===== config.mk =====
export PLATFORM = sky130hd
export DESIGN_NAME = eoc_link
export DESIGN_NICKNAME = d
export VERILOG_FILES = /design/src/rtl/eoc_pkg.sv /design/src/rtl/eoc_rst_sync.sv /design/src/rtl/eoc_tx.sv /design/src/rtl/eoc_rx.sv /design/src/rtl/eoc_link.sv
export SDC_FILE = /design/constraint.sdc
export NUM_CORES = 1
export LEC_CHECK = 0
export CORE_MARGIN = 2
export CORE_UTILIZATION = 51
export DETAILED_ROUTE_END_ITERATION = 10
export GPL_ROUTABILITY_DRIVEN = 0
export PLACE_DENSITY_LB_ADDON = 0.1
export SYNTH_ARGS = -nofsm -noshare
export SYNTH_HDL_FRONTEND = slang
export SYNTH_HIERARCHICAL = 1
export SYNTH_SLANG_ARGS = --single-unit

===== constraint.sdc =====
create_clock -name clk -period 2.6 [get_ports clk]
set_clock_uncertainty 0.2 [all_clocks]
set_input_delay 0.65 -clock clk [delete_from_list [all_inputs] [get_ports clk]]
set_output_delay 0.65 -clock clk [all_outputs]
set_load 0.05 [all_outputs]

===== src/rtl/eoc_pkg.sv =====
package eoc_pkg;
  localparam int EOC_ADDR_W = 3;
  localparam int EOC_HDR_W  = EOC_ADDR_W + 1;
  localparam int EOC_INFO_W = 8;
  localparam int EOC_MSG_W  = EOC_HDR_W + EOC_INFO_W;

  typedef logic [EOC_MSG_W-1:0] eoc_msg_t;

  typedef enum logic {
    SEL_HDR  = 1'b0,
    SEL_INFO = 1'b1
  } eoc_sel_e;
endpackage


===== src/rtl/eoc_rst_sync.sv =====
module eoc_rst_sync #(
  parameter int STAGES = 2
) (
  input  logic clk,
  input  logic rst_n_in,
  output logic rst_n_out
);
  logic [STAGES-1:0] chain_q;

  always_ff @(posedge clk or negedge rst_n_in) begin
    if (!rst_n_in) chain_q <= '0;
    else           chain_q <= {chain_q[STAGES-2:0], 1'b1};
  end

  assign rst_n_out = chain_q[STAGES-1];
endmodule


===== src/rtl/eoc_tx.sv =====
module eoc_tx
  import eoc_pkg::*;
(
  input  logic       clk,
  input  logic       rst_n,
  input  logic       wr_en,
  input  logic       wr_sel,
  input  logic [EOC_INFO_W-1:0] wr_data,
  input  logic       deact,
  input  logic       half_sf,
  input  logic       sync,
  input  logic       tx_slot,
  output logic       tx_bit
);
  eoc_msg_t txr_q, txr_d;
  eoc_msg_t sh_q, sh_d;

  always_comb begin
    txr_d = txr_q;
    if (deact) begin
      txr_d = '1;
    end else if (wr_en) begin
      if (eoc_sel_e'(wr_sel) == SEL_HDR)
        txr_d[EOC_MSG_W-1:EOC_INFO_W] = wr_data[EOC_HDR_W-1:0];
      else
        txr_d[EOC_INFO_W-1:0] = wr_data;
    end
  end

  always_comb begin
    sh_d = sh_q;
    if (half_sf) begin
      sh_d = sync ? txr_q : '1;
    end else if (tx_slot) begin
      sh_d = {sh_q[EOC_MSG_W-2:0], 1'b1};
    end
  end

  always_ff @(posedge clk or negedge rst_n) begin
    if (!rst_n) begin
      txr_q <= '1;
      sh_q  <= '1;
    end else begin
      txr_q <= txr_d;
      sh_q  <= sh_d;
    end
  end

  assign tx_bit = sh_q[EOC_MSG_W-1] | ~sync;


  deact_fill_chk: assert property (@(posedge clk) disable iff (!rst_n)
    deact |=> (txr_q == '1));


  sync_load_chk: assert property (@(posedge clk) disable iff (!rst_n)
    (half_sf && sync) |=> (sh_q == $past(txr_q)));


  idle_load_chk: assert property (@(posedge clk) disable iff (!rst_n)
    (half_sf && !sync) |=> (sh_q == '1));


  tx_strobe_apart_chk: assert property (@(posedge clk) disable iff (!rst_n)
    half_sf |-> !tx_slot);
endmodule


===== src/rtl/eoc_rx.sv =====
module eoc_rx
  import eoc_pkg::*;
#(
  parameter int CONFIRM = 3
) (
  input  logic     clk,
  input  logic     rst_n,
  input  logic     half_sf,
  input  logic     sync,
  input  logic     eoc_en,
  input  logic     confirm_en,
  input  logic     rx_slot,
  input  logic     rx_bit,
  output logic     irq,
  output eoc_msg_t rx_msg
);
  localparam int CNT_W = $clog2(EOC_MSG_W + 2);
  localparam int AG_W  = (CONFIRM > 2) ? $clog2(CONFIRM) : 1;
  localparam logic [CNT_W-1:0] CNT_FULL = CNT_W'(EOC_MSG_W);
  localparam logic [CNT_W-1:0] CNT_OVER = CNT_W'(EOC_MSG_W + 1);
  localparam logic [AG_W-1:0]  AG_MAX   = AG_W'(CONFIRM - 1);

  eoc_msg_t         cap_q, cap_d;
  logic [CNT_W-1:0] cnt_q, cnt_d;
  eoc_msg_t         prev_q, prev_d;
  logic             prev_ok_q, prev_ok_d;
  logic [AG_W-1:0]  agree_q, agree_d;
  eoc_msg_t         msg_q, msg_d;
  logic             irq_q, irq_d;
  logic             valid, same, accept;

  assign valid  = sync && eoc_en && (cnt_q == CNT_FULL);
  assign same   = prev_ok_q && (cap_q == prev_q);

  always_comb begin
    cap_d     = cap_q;
    cnt_d     = cnt_q;
    prev_d    = prev_q;
    prev_ok_d = prev_ok_q;
    agree_d   = agree_q;
    msg_d     = msg_q;
    irq_d     = 1'b0;
    accept    = 1'b0;
    if (half_sf) begin
      cnt_d = '0;
      if (valid) begin
        if (same) agree_d = (agree_q == AG_MAX) ? agree_q : agree_q + 1'b1;
        else      agree_d = '0;
        prev_d    = cap_q;
        prev_ok_d = 1'b1;
        accept    = !confirm_en || (agree_d == AG_MAX);
        if (accept && (cap_q != msg_q)) begin
          msg_d = cap_q;
          irq_d = 1'b1;
        end
      end else begin
        prev_ok_d = 1'b0;
        agree_d   = '0;
      end
    end else if (rx_slot) begin
      cap_d = {cap_q[EOC_MSG_W-2:0], rx_bit};
      if (cnt_q != CNT_OVER) cnt_d = cnt_q + 1'b1;
    end
  end

  always_ff @(posedge clk or negedge rst_n) begin
    if (!rst_n) begin
      cap_q     <= '0;
      cnt_q     <= '0;
      prev_q    <= '0;
      prev_ok_q <= 1'b0;
      agree_q   <= '0;
      msg_q     <= '1;
      irq_q     <= 1'b0;
    end else begin
      cap_q     <= cap_d;
      cnt_q     <= cnt_d;
      prev_q    <= prev_d;
      prev_ok_q <= prev_ok_d;
      agree_q   <= agree_d;
      msg_q     <= msg_d;
      irq_q     <= irq_d;
    end
  end

  assign irq    = irq_q;
  assign rx_msg = msg_q;


  irq_change_chk: assert property (@(posedge clk) disable iff (!rst_n)
    irq |-> (rx_msg != $past(rx_msg)));


  msg_hold_chk: assert property (@(posedge clk) disable iff (!rst_n)
    !irq |-> $stable(rx_msg));


  irq_cause_chk: assert property (@(posedge clk) disable iff (!rst_n)
    irq |-> $past(half_sf && sync && eoc_en));


  irq_single_chk: assert property (@(posedge clk) disable iff (!rst_n)
    irq |=> !irq);


  rx_strobe_apart_chk: assert property (@(posedge clk) disable iff (!rst_n)
    half_sf |-> !rx_slot);
endmodule


===== src/rtl/eoc_link.sv =====
module eoc_link
  import eoc_pkg::*;
#(
  parameter int CONFIRM = 3
) (
  input  logic        clk,
  input  logic        rst_n,
  input  logic        wr_en,
  input  logic        wr_sel,
  input  logic [7:0]  wr_data,
  input  logic        deact,
  input  logic        half_sf,
  input  logic        sync,
  input  logic        eoc_en,
  input  logic        confirm_en,
  input  logic        tx_slot,
  output logic        tx_bit,
  input  logic        rx_slot,
  input  logic        rx_bit,
  output logic        irq,
  output logic [11:0] rx_msg,
  output logic        rx_is_msg
);
  logic rst_q_n;

  eoc_rst_sync #(.STAGES(2)) u_rst (
    .clk       (clk),
    .rst_n_in  (rst_n),
    .rst_n_out (rst_q_n)
  );

  eoc_tx u_tx (
    .clk     (clk),
    .rst_n   (rst_q_n),
    .wr_en   (wr_en),
    .wr_sel  (wr_sel),
    .wr_data (wr_data),
    .deact   (deact),
    .half_sf (half_sf),
    .sync    (sync),
    .tx_slot (tx_slot),
    .tx_bit  (tx_bit)
  );

  eoc_rx #(.CONFIRM(CONFIRM)) u_rx (
    .clk        (clk),
    .rst_n      (rst_q_n),
    .half_sf    (half_sf),
    .sync       (sync),
    .eoc_en     (eoc_en),
    .confirm_en (confirm_en),
    .rx_slot    (rx_slot),
    .rx_bit     (rx_bit),
    .irq        (irq),
    .rx_msg     (rx_msg)
  );

  assign rx_is_msg = rx_msg[EOC_INFO_W];


  mode_bit_chk: assert property (@(posedge clk) disable iff (!rst_q_n)
    $changed(rx_msg[EOC_INFO_W]) |-> irq);
endmodule


=== Yosys cells after proc, flatten, opt, wreduce, memory -nomap -nowiden ===
Index checks and enable logic that the tools add are counted.
Widths: inputs -> output; s select.

* Input port bits: 20
* Word-level logic and storage cells: 59
* Register bits: 70

* Bitwise operators: 3
* Add/sub/neg operators: 2
* Reductions and logical operators: 17
* Mux-type cells: 19
* Eq/ne operators: 7

{| class="wikitable"
|+ Operators by type and width
! operator !! count
|-
| $mux 12 || 5
|-
| $mux 4 || 4
|-
| $eq 12x12->1 || 1
|-
| $ne 12x12->1 || 1
|-
| $mux 2 || 5
|-
| $reduce_and 2->1 || 5
|-
| $reduce_bool 2->1 || 5
|-
| $mux 8 || 1
|-
| $add 4x1->4 const B || 1
|-
| $eq 2x2->1 const B || 2
|-
| $eq 4x4->1 const B || 1
|-
| $logic_and 1x1->1 || 4
|-
| $mux 1 || 4
|-
| $ne 4x4->1 const B || 1
|-
| $reduce_and 3->1 || 1
|-
| $add 2x1->2 const B || 1
|-
| $ne 2x1->1 const B || 1
|-
| $not 1->1 || 2
|-
| $logic_not 1->1 || 1
|-
| $logic_or 1x1->1 || 1
|-
| $or 1x1->1 || 1
|}

=== Depth between registers and ports, before layout ===
* Word-level depth: 11
* Depth in mapped cells: 8
* Depth with buffers taken out: 7

=== Hierarchy ===
Netlist, hierarchy kept.

{| class="wikitable"
|+ Modules (own cells, without submodules)
! module !! sequential area each (um2) !! instances !! cells an instance !! area an instance (um2)
|-
| eoc_rx || 1116.1 || 1 || 183 || 2072.0
|-
| eoc_tx || 630.6 || 1 || 87 || 1167.4
|-
| eoc_rst_sync || 50.0 || 1 || 3 || 53.8
|-
| eoc_link || 0.0 || 1 || 1 || 7.5
|}

=== Least setup slack after synthesis ===
No wires, ideal clock.

* Kind: register to register
* Start point: register u_rx.cap_q[9]
* End point: register u_rx.msg_q[10] (netlist: u_rx/rx_msg[10])
* Setup slack: -0.201 ns
* Library setup time: 0.082 ns
* Period minus slack after synthesis: 2.801 ns
* Stages on the path, launching flop included: 8
* Path buffers: 1
* Required time: 2.318 ns
* Arrival: 2.519 ns
* Path through: dfrtp_1 > xnor2_1 > nand3_1 > or4_1 > or4_1 > a221o_1 > buf_6 > mux2_4

* Word-level cells in the longest chain between the ends: 9
* Elaborated cells on any way between the ends: 10
* Classes of those cells: 3 x eq/ne; 3 x mux; 4 x reduce/logical

{| class="wikitable"
|+ RTL lines
! element !! line !! source
|-
| start, declared || eoc_rx.sv:23 || <nowiki>eoc_msg_t cap_q, cap_d;</nowiki>
|-
| start signal, assigned || eoc_rx.sv:76 || <nowiki>cap_q <= cap_d;</nowiki>
|-
| $eq 12x12->1 || eoc_rx.sv:33 || <nowiki>assign same = prev_ok_q && (cap_q == prev_q);</nowiki>
|-
| $logic_and 1x1->1 || eoc_rx.sv:33 ||
|-
| $mux 2 || eoc_rx.sv:47 || <nowiki>if (same) agree_d = (agree_q == AG_MAX) ? agree_q : agree_q + 1'b1;</nowiki>
|-
| $mux 2 || eoc_rx.sv:46 || <nowiki>if (valid) begin</nowiki>
|-
| $mux 2 || eoc_rx.sv:44 || <nowiki>if (half_sf) begin</nowiki>
|-
| $eq 2x2->1 || eoc_rx.sv:51 || <nowiki>accept = !confirm_en || (agree_d == AG_MAX);</nowiki>
|-
| $logic_or 1x1->1 || eoc_rx.sv:51 ||
|-
| $logic_and 1x1->1 * || eoc_rx.sv:52 || <nowiki>if (accept && (cap_q != msg_q)) begin</nowiki>
|-
| $reduce_and 3->1 (no source line) * || - ||
|-
| end signal, assigned || eoc_rx.sv:81 || <nowiki>msg_q <= msg_d;</nowiki>
|-
| end, declared || eoc_rx.sv:28 || <nowiki>eoc_msg_t msg_q, msg_d;</nowiki>
|}

Mark *: on every way between the ends. The rest lies on a longest branch, timed or not. The select of a mux whose other input is x is not followed.
A chain may end at the register's enable or synchronous reset.

=== Final worst setup path ===
* Start point: register u_rx.prev_q[8]
* End point: register u_rx.msg_q[10] (netlist: u_rx/rx_msg[10])

* Word-level cells in the longest chain between the ends: 9

{| class="wikitable"
|+ RTL lines
! element !! line !! source
|-
| start, declared || eoc_rx.sv:25 || <nowiki>eoc_msg_t prev_q, prev_d;</nowiki>
|-
| start signal, assigned || eoc_rx.sv:78 || <nowiki>prev_q <= prev_d;</nowiki>
|-
| $eq 12x12->1 || eoc_rx.sv:33 ||
|-
| $logic_and 1x1->1 || eoc_rx.sv:33 ||
|-
| $mux 2 || eoc_rx.sv:47 ||
|-
| $mux 2 || eoc_rx.sv:46 ||
|-
| $mux 2 || eoc_rx.sv:44 ||
|-
| $eq 2x2->1 || eoc_rx.sv:51 ||
|-
| $logic_or 1x1->1 || eoc_rx.sv:51 ||
|-
| $logic_and 1x1->1 || eoc_rx.sv:52 ||
|-
| $reduce_and 3->1 (no source line) || - ||
|}

No other way between the ends. The select of a mux whose other input is x is not followed.

==> flow_summary_export.csv <==
group,metric,value,unit
timing,worst_pin_slew,529.4,ps
global_route,grt_util_all_layers,20.04,%
placed_design,placed_cells,400,
power_and_ir_drop,p_sw,0.7606,mW
timing,rsz0062_at_grt,"yes",
cts,cts-root-buf,"clkbuf_8",
routing,dr.pass1.iters,4,
global_route,overflow,0,
layout,diodes,0,
floorplanning,core_area,6314,um^2
power_and_ir_drop,p_int,2.283,mW
global_route,busiest_layer,"met2",
timing,setup_viol,12,
power_and_ir_drop,pwr_density_cell,726.6,nW/um^2
routing,drt_iter0_drc,85,
floorplanning,die_w,84.45,um
cts,htreeDepth,3,
logic_synthesis,ys_seq_elements,70,
floorplanning,die_area,7132,um^2
setup_path,crit_path_max_fanout,7,
timing,drv_slew,0,
layout,fin_area,4189,um^2
setup_path,cp-startpoint,"u_rx/prev_q[8]",
timing,fmax,364.4,MHz
cts,hold_buffers,0,
layout,num-fill-cells,481,
placed_design,dpl_cell_area,3904,um^2
timing,fin_crit_sh,105.6,%
global_route,antenna_found_initial,0,
timing,slew_headroom,64.70,%
placed_design,port_buffers,34,
layout,drive_above_1_share,34.81,%
power_and_ir_drop,clock_power_share,36.8,%
timing,timing.final.ws_setup,-144.3,ps
setup_path,critPathSlowestCell,"or4_4",
logic_synthesis,synth.avg_cell_area,12.05,um^2
cts,clkTransAtPathRegs,80,ps
cts,cts_tree,"built",
global_route,met3_usage,4.326,%
timing,hold_viol_final,0,
setup_path,critPathMaxStageDelay,490,ps
cts,clk_latency,340,ps
global_route,grt_pass1_vias,2327,
global_route,grt_pass1_wl,11.09,mm
cts,cts.sinks,70,
placed_design,place_hpwl,4.392,mm
logic_synthesis,synth_warnings,6,
power_and_ir_drop,swShare,24.99,%
power_and_ir_drop,ir_drop,0.0003773,V
setup_path,r2r_start,"u_rx/prev_q[8]",
setup_path,crit_path_frequent_cell,"or4_4",
status,violations,"negative setup slack",
logic_synthesis,syn_nets,298,
global_route,grt_util_met2,29.65,%
power_and_ir_drop,combinationalPowerShare,21.1,%
routing,vias,2128,
logic_synthesis,synth_cell_types,40,
cts,cts_setup_buffers,0,
timing,fin_crit,2744,ps
power_and_ir_drop,power_leakage,1.928,nW
run,cap_violations,0,
setup_path,crit_type,"flip-flop to flip-flop",
layout,nNetsFinal,358,
floorplanning,pin_count,35,
status,status,"finished, violations left",
floorplanning,die_h,84.45,um
logic_synthesis,syn-cell-area,3301,um^2
global_route,grt_start_max_net_pins,48,
worst_hold_path,hp-class,"flip-flop to async pin",
logic_synthesis,yosysSeqAreaShare,54.44,%
routing,vias_per_cell,5.115,
floorplanning,start_util,52.28,%
floorplanning,rows,29,
routing,drcViolationCount,0,
setup_path,crit_required,2670,ps
setup_path,crit_chain,"xnor2_1 -> nand3_1 -> or4_4 -> or4_4 -> a221o_1 -> buf_6 -> mux2_4",
layout,area_delta_synth_final,26.91,%
routing,ant_nets,0,
cts,clockBufferDepth,2,
global_route,use_met1,28.73,%
cts,tritoncts.num_buffers,9,
layout,final_cells,416,
setup_path,critPathArrivalTime,2810,ps
logic_synthesis,syn_inst,274,
power_and_ir_drop,seq_power_share,42.1,%
setup_path,critPathCaptureType,"flip-flop",
routing,wl_per_cell,15.16,um
setup_path,crit_path_start_kind,"flip-flop",
routing,wl,6.305,mm
setup_path,crit_buf_inv,1,
setup_path,cp_top_family,"simple AND/OR/NAND/NOR gates",
-- final timing paths --
check,end,cells past startpoint,slack [ps]
max,u_rx/rx_msg[10],7,-140
max reg2reg,u_rx/rx_msg[10],7,-140
max in group asynchronous,u_rx/rx_msg[5],1,1470
min reg2reg,u_rx/cnt_q[2],0,40
min in group clk,u_rst/chain_q[1],0,160
min,u_rx/cnt_q[2],0,40
-- synthesized netlist by cell type --
cell,n,area (um^2)
a221o_1,1,10.01
nor4_1,2,12.51
o221ai_1,1,8.760
nor3_1,1,5.000
o2bb2ai_1,1,8.760
or2b_1,1,7.510
a22o_1,1,8.760
buf_2,1,5.000
o211ai_1,4,30.03
o21ai_0,8,40.04
ha_1,4,50.05
nand4_1,4,25.02
nand2_4,1,11.26
a31oi_1,1,6.260
mux2_2,15,168.9
o32a_2,1,11.26
buf_1,1,3.750
nor2b_1,2,12.51
a211o_1,8,70.07
nor2_1,5,18.77
nand3_1,1,5.000
nand3b_1,4,30.03
buf_4,2,15.01
xor2_1,7,61.31
clkbuf_1,6,22.52
a21oi_1,1,5.000
and3_1,8,50.05
or3_1,1,6.260
xnor2_1,16,140.1
nand2b_1,3,18.77
conb_1,1,3.750
dfrtp_1,34,850.8
mux2_4,17,255.2
or4_1,2,15.01
o22a_1,10,87.58
mux2i_1,3,30.03
inv_1,16,60.06
buf_6,3,33.78
dfstp_2,36,945.9
nand2_1,40,150.1
-- stage by stage --
| step | setup WS (ps) | setup TNS (ps) | util [%] | power, mW | hold slack [ps] |
|---|---|---|---|---|---|
| 3_5_place_dp | -116.5 | -1259 | 61.83 | 1.937 | 57.06 |
| 5_1_grt | -244.5 | -2748 | 66.35 | 3.215 | 102.4 |
| 4_1_cts | -137.3 | -1468 | 66.03 | 3.084 | 62.65 |
| 3_3_place_gp | -108.4 | -1156 | 61.83 | 1.923 | 55.65 |
| 6_report | -144.3 | -1591 | 66.35 | 3.044 | 43.53 |
| 2_1_floorplan | -126.8 | -1141 | - | 1.648 | 131.2 |
-- cell usage in the layout (no fill, tap or decap), types with 15 or more instances in the layout --
cell	instances
nand2_1	40
xnor2_1	16
mux2_4	17
dfstp_2	36
clkdlybuf4s50_1	31
inv_1	16
dfrtp_1	33
mux2_2	15
buf_4	24
-- repair_timing --
item / CTS / global route
gates resized for setup: 0 / 6
cloned: 0 / 0
setup endpoints to repair: 12 / 14
-- state kept, by name, indices dropped and copies added, names as in the netlist --
register / cells
u_tx/txr_q: 12
u_rx/cnt_q: 4
u_rx/prev_ok_q: 1
u_tx/sh_q: 12
u_rst/chain_q: 2
u_rx/cap_q: 12
u_rx/agree_q: 2
u_rx/prev_q: 12
u_rx/irq: 1
u_rx/rx_msg: 12
-- power groups by stage --
stage               clock network, mW  registers [mW]  logic (mW)
floorplan                           0            1.35       0.296
global placement                    0            1.30       0.626
detailed placement                  0            1.30       0.636
CTS                              1.16            1.28       0.641
global route                     1.21            1.29       0.714
finish                           1.12            1.28       0.642
-- area by class of cell --
cell class / instances / area [um^2] / area share (%)
Clock buffer: 11 / 162.7 / 3.883
Clock inverter: 5 / 102.6 / 2.449
Inverter: 16 / 60.06 / 1.434
Multi-Input combinational cell: 175 / 1371 / 32.74
Sequential cell: 70 / 1798 / 42.92
Tap cell: 77 / 96.34 / 2.300
Timing Repair Buffer: 62 / 598.1 / 14.28
-- logic make-up after synthesis --
kind of cell    after synthesis  synth area share [%]
simple gates                 75                 11.14
buf+inv                      29                 4.245
other cells                   1                0.1136
fa+ha+maj                     4                 1.516
mux                          35                 13.76
compound gates               37                 8.681
flops                        70                 54.44
xor+xnor                     23                 6.103
-- layer usage --
layer	part of all wire [%]	vias up
li1	-	1059
met1	52	1036
met2	43	28
met3	3.1	5
met4	1.2	0
met5	0	-
No activity file was read; power rests on OpenSTA's default activity.
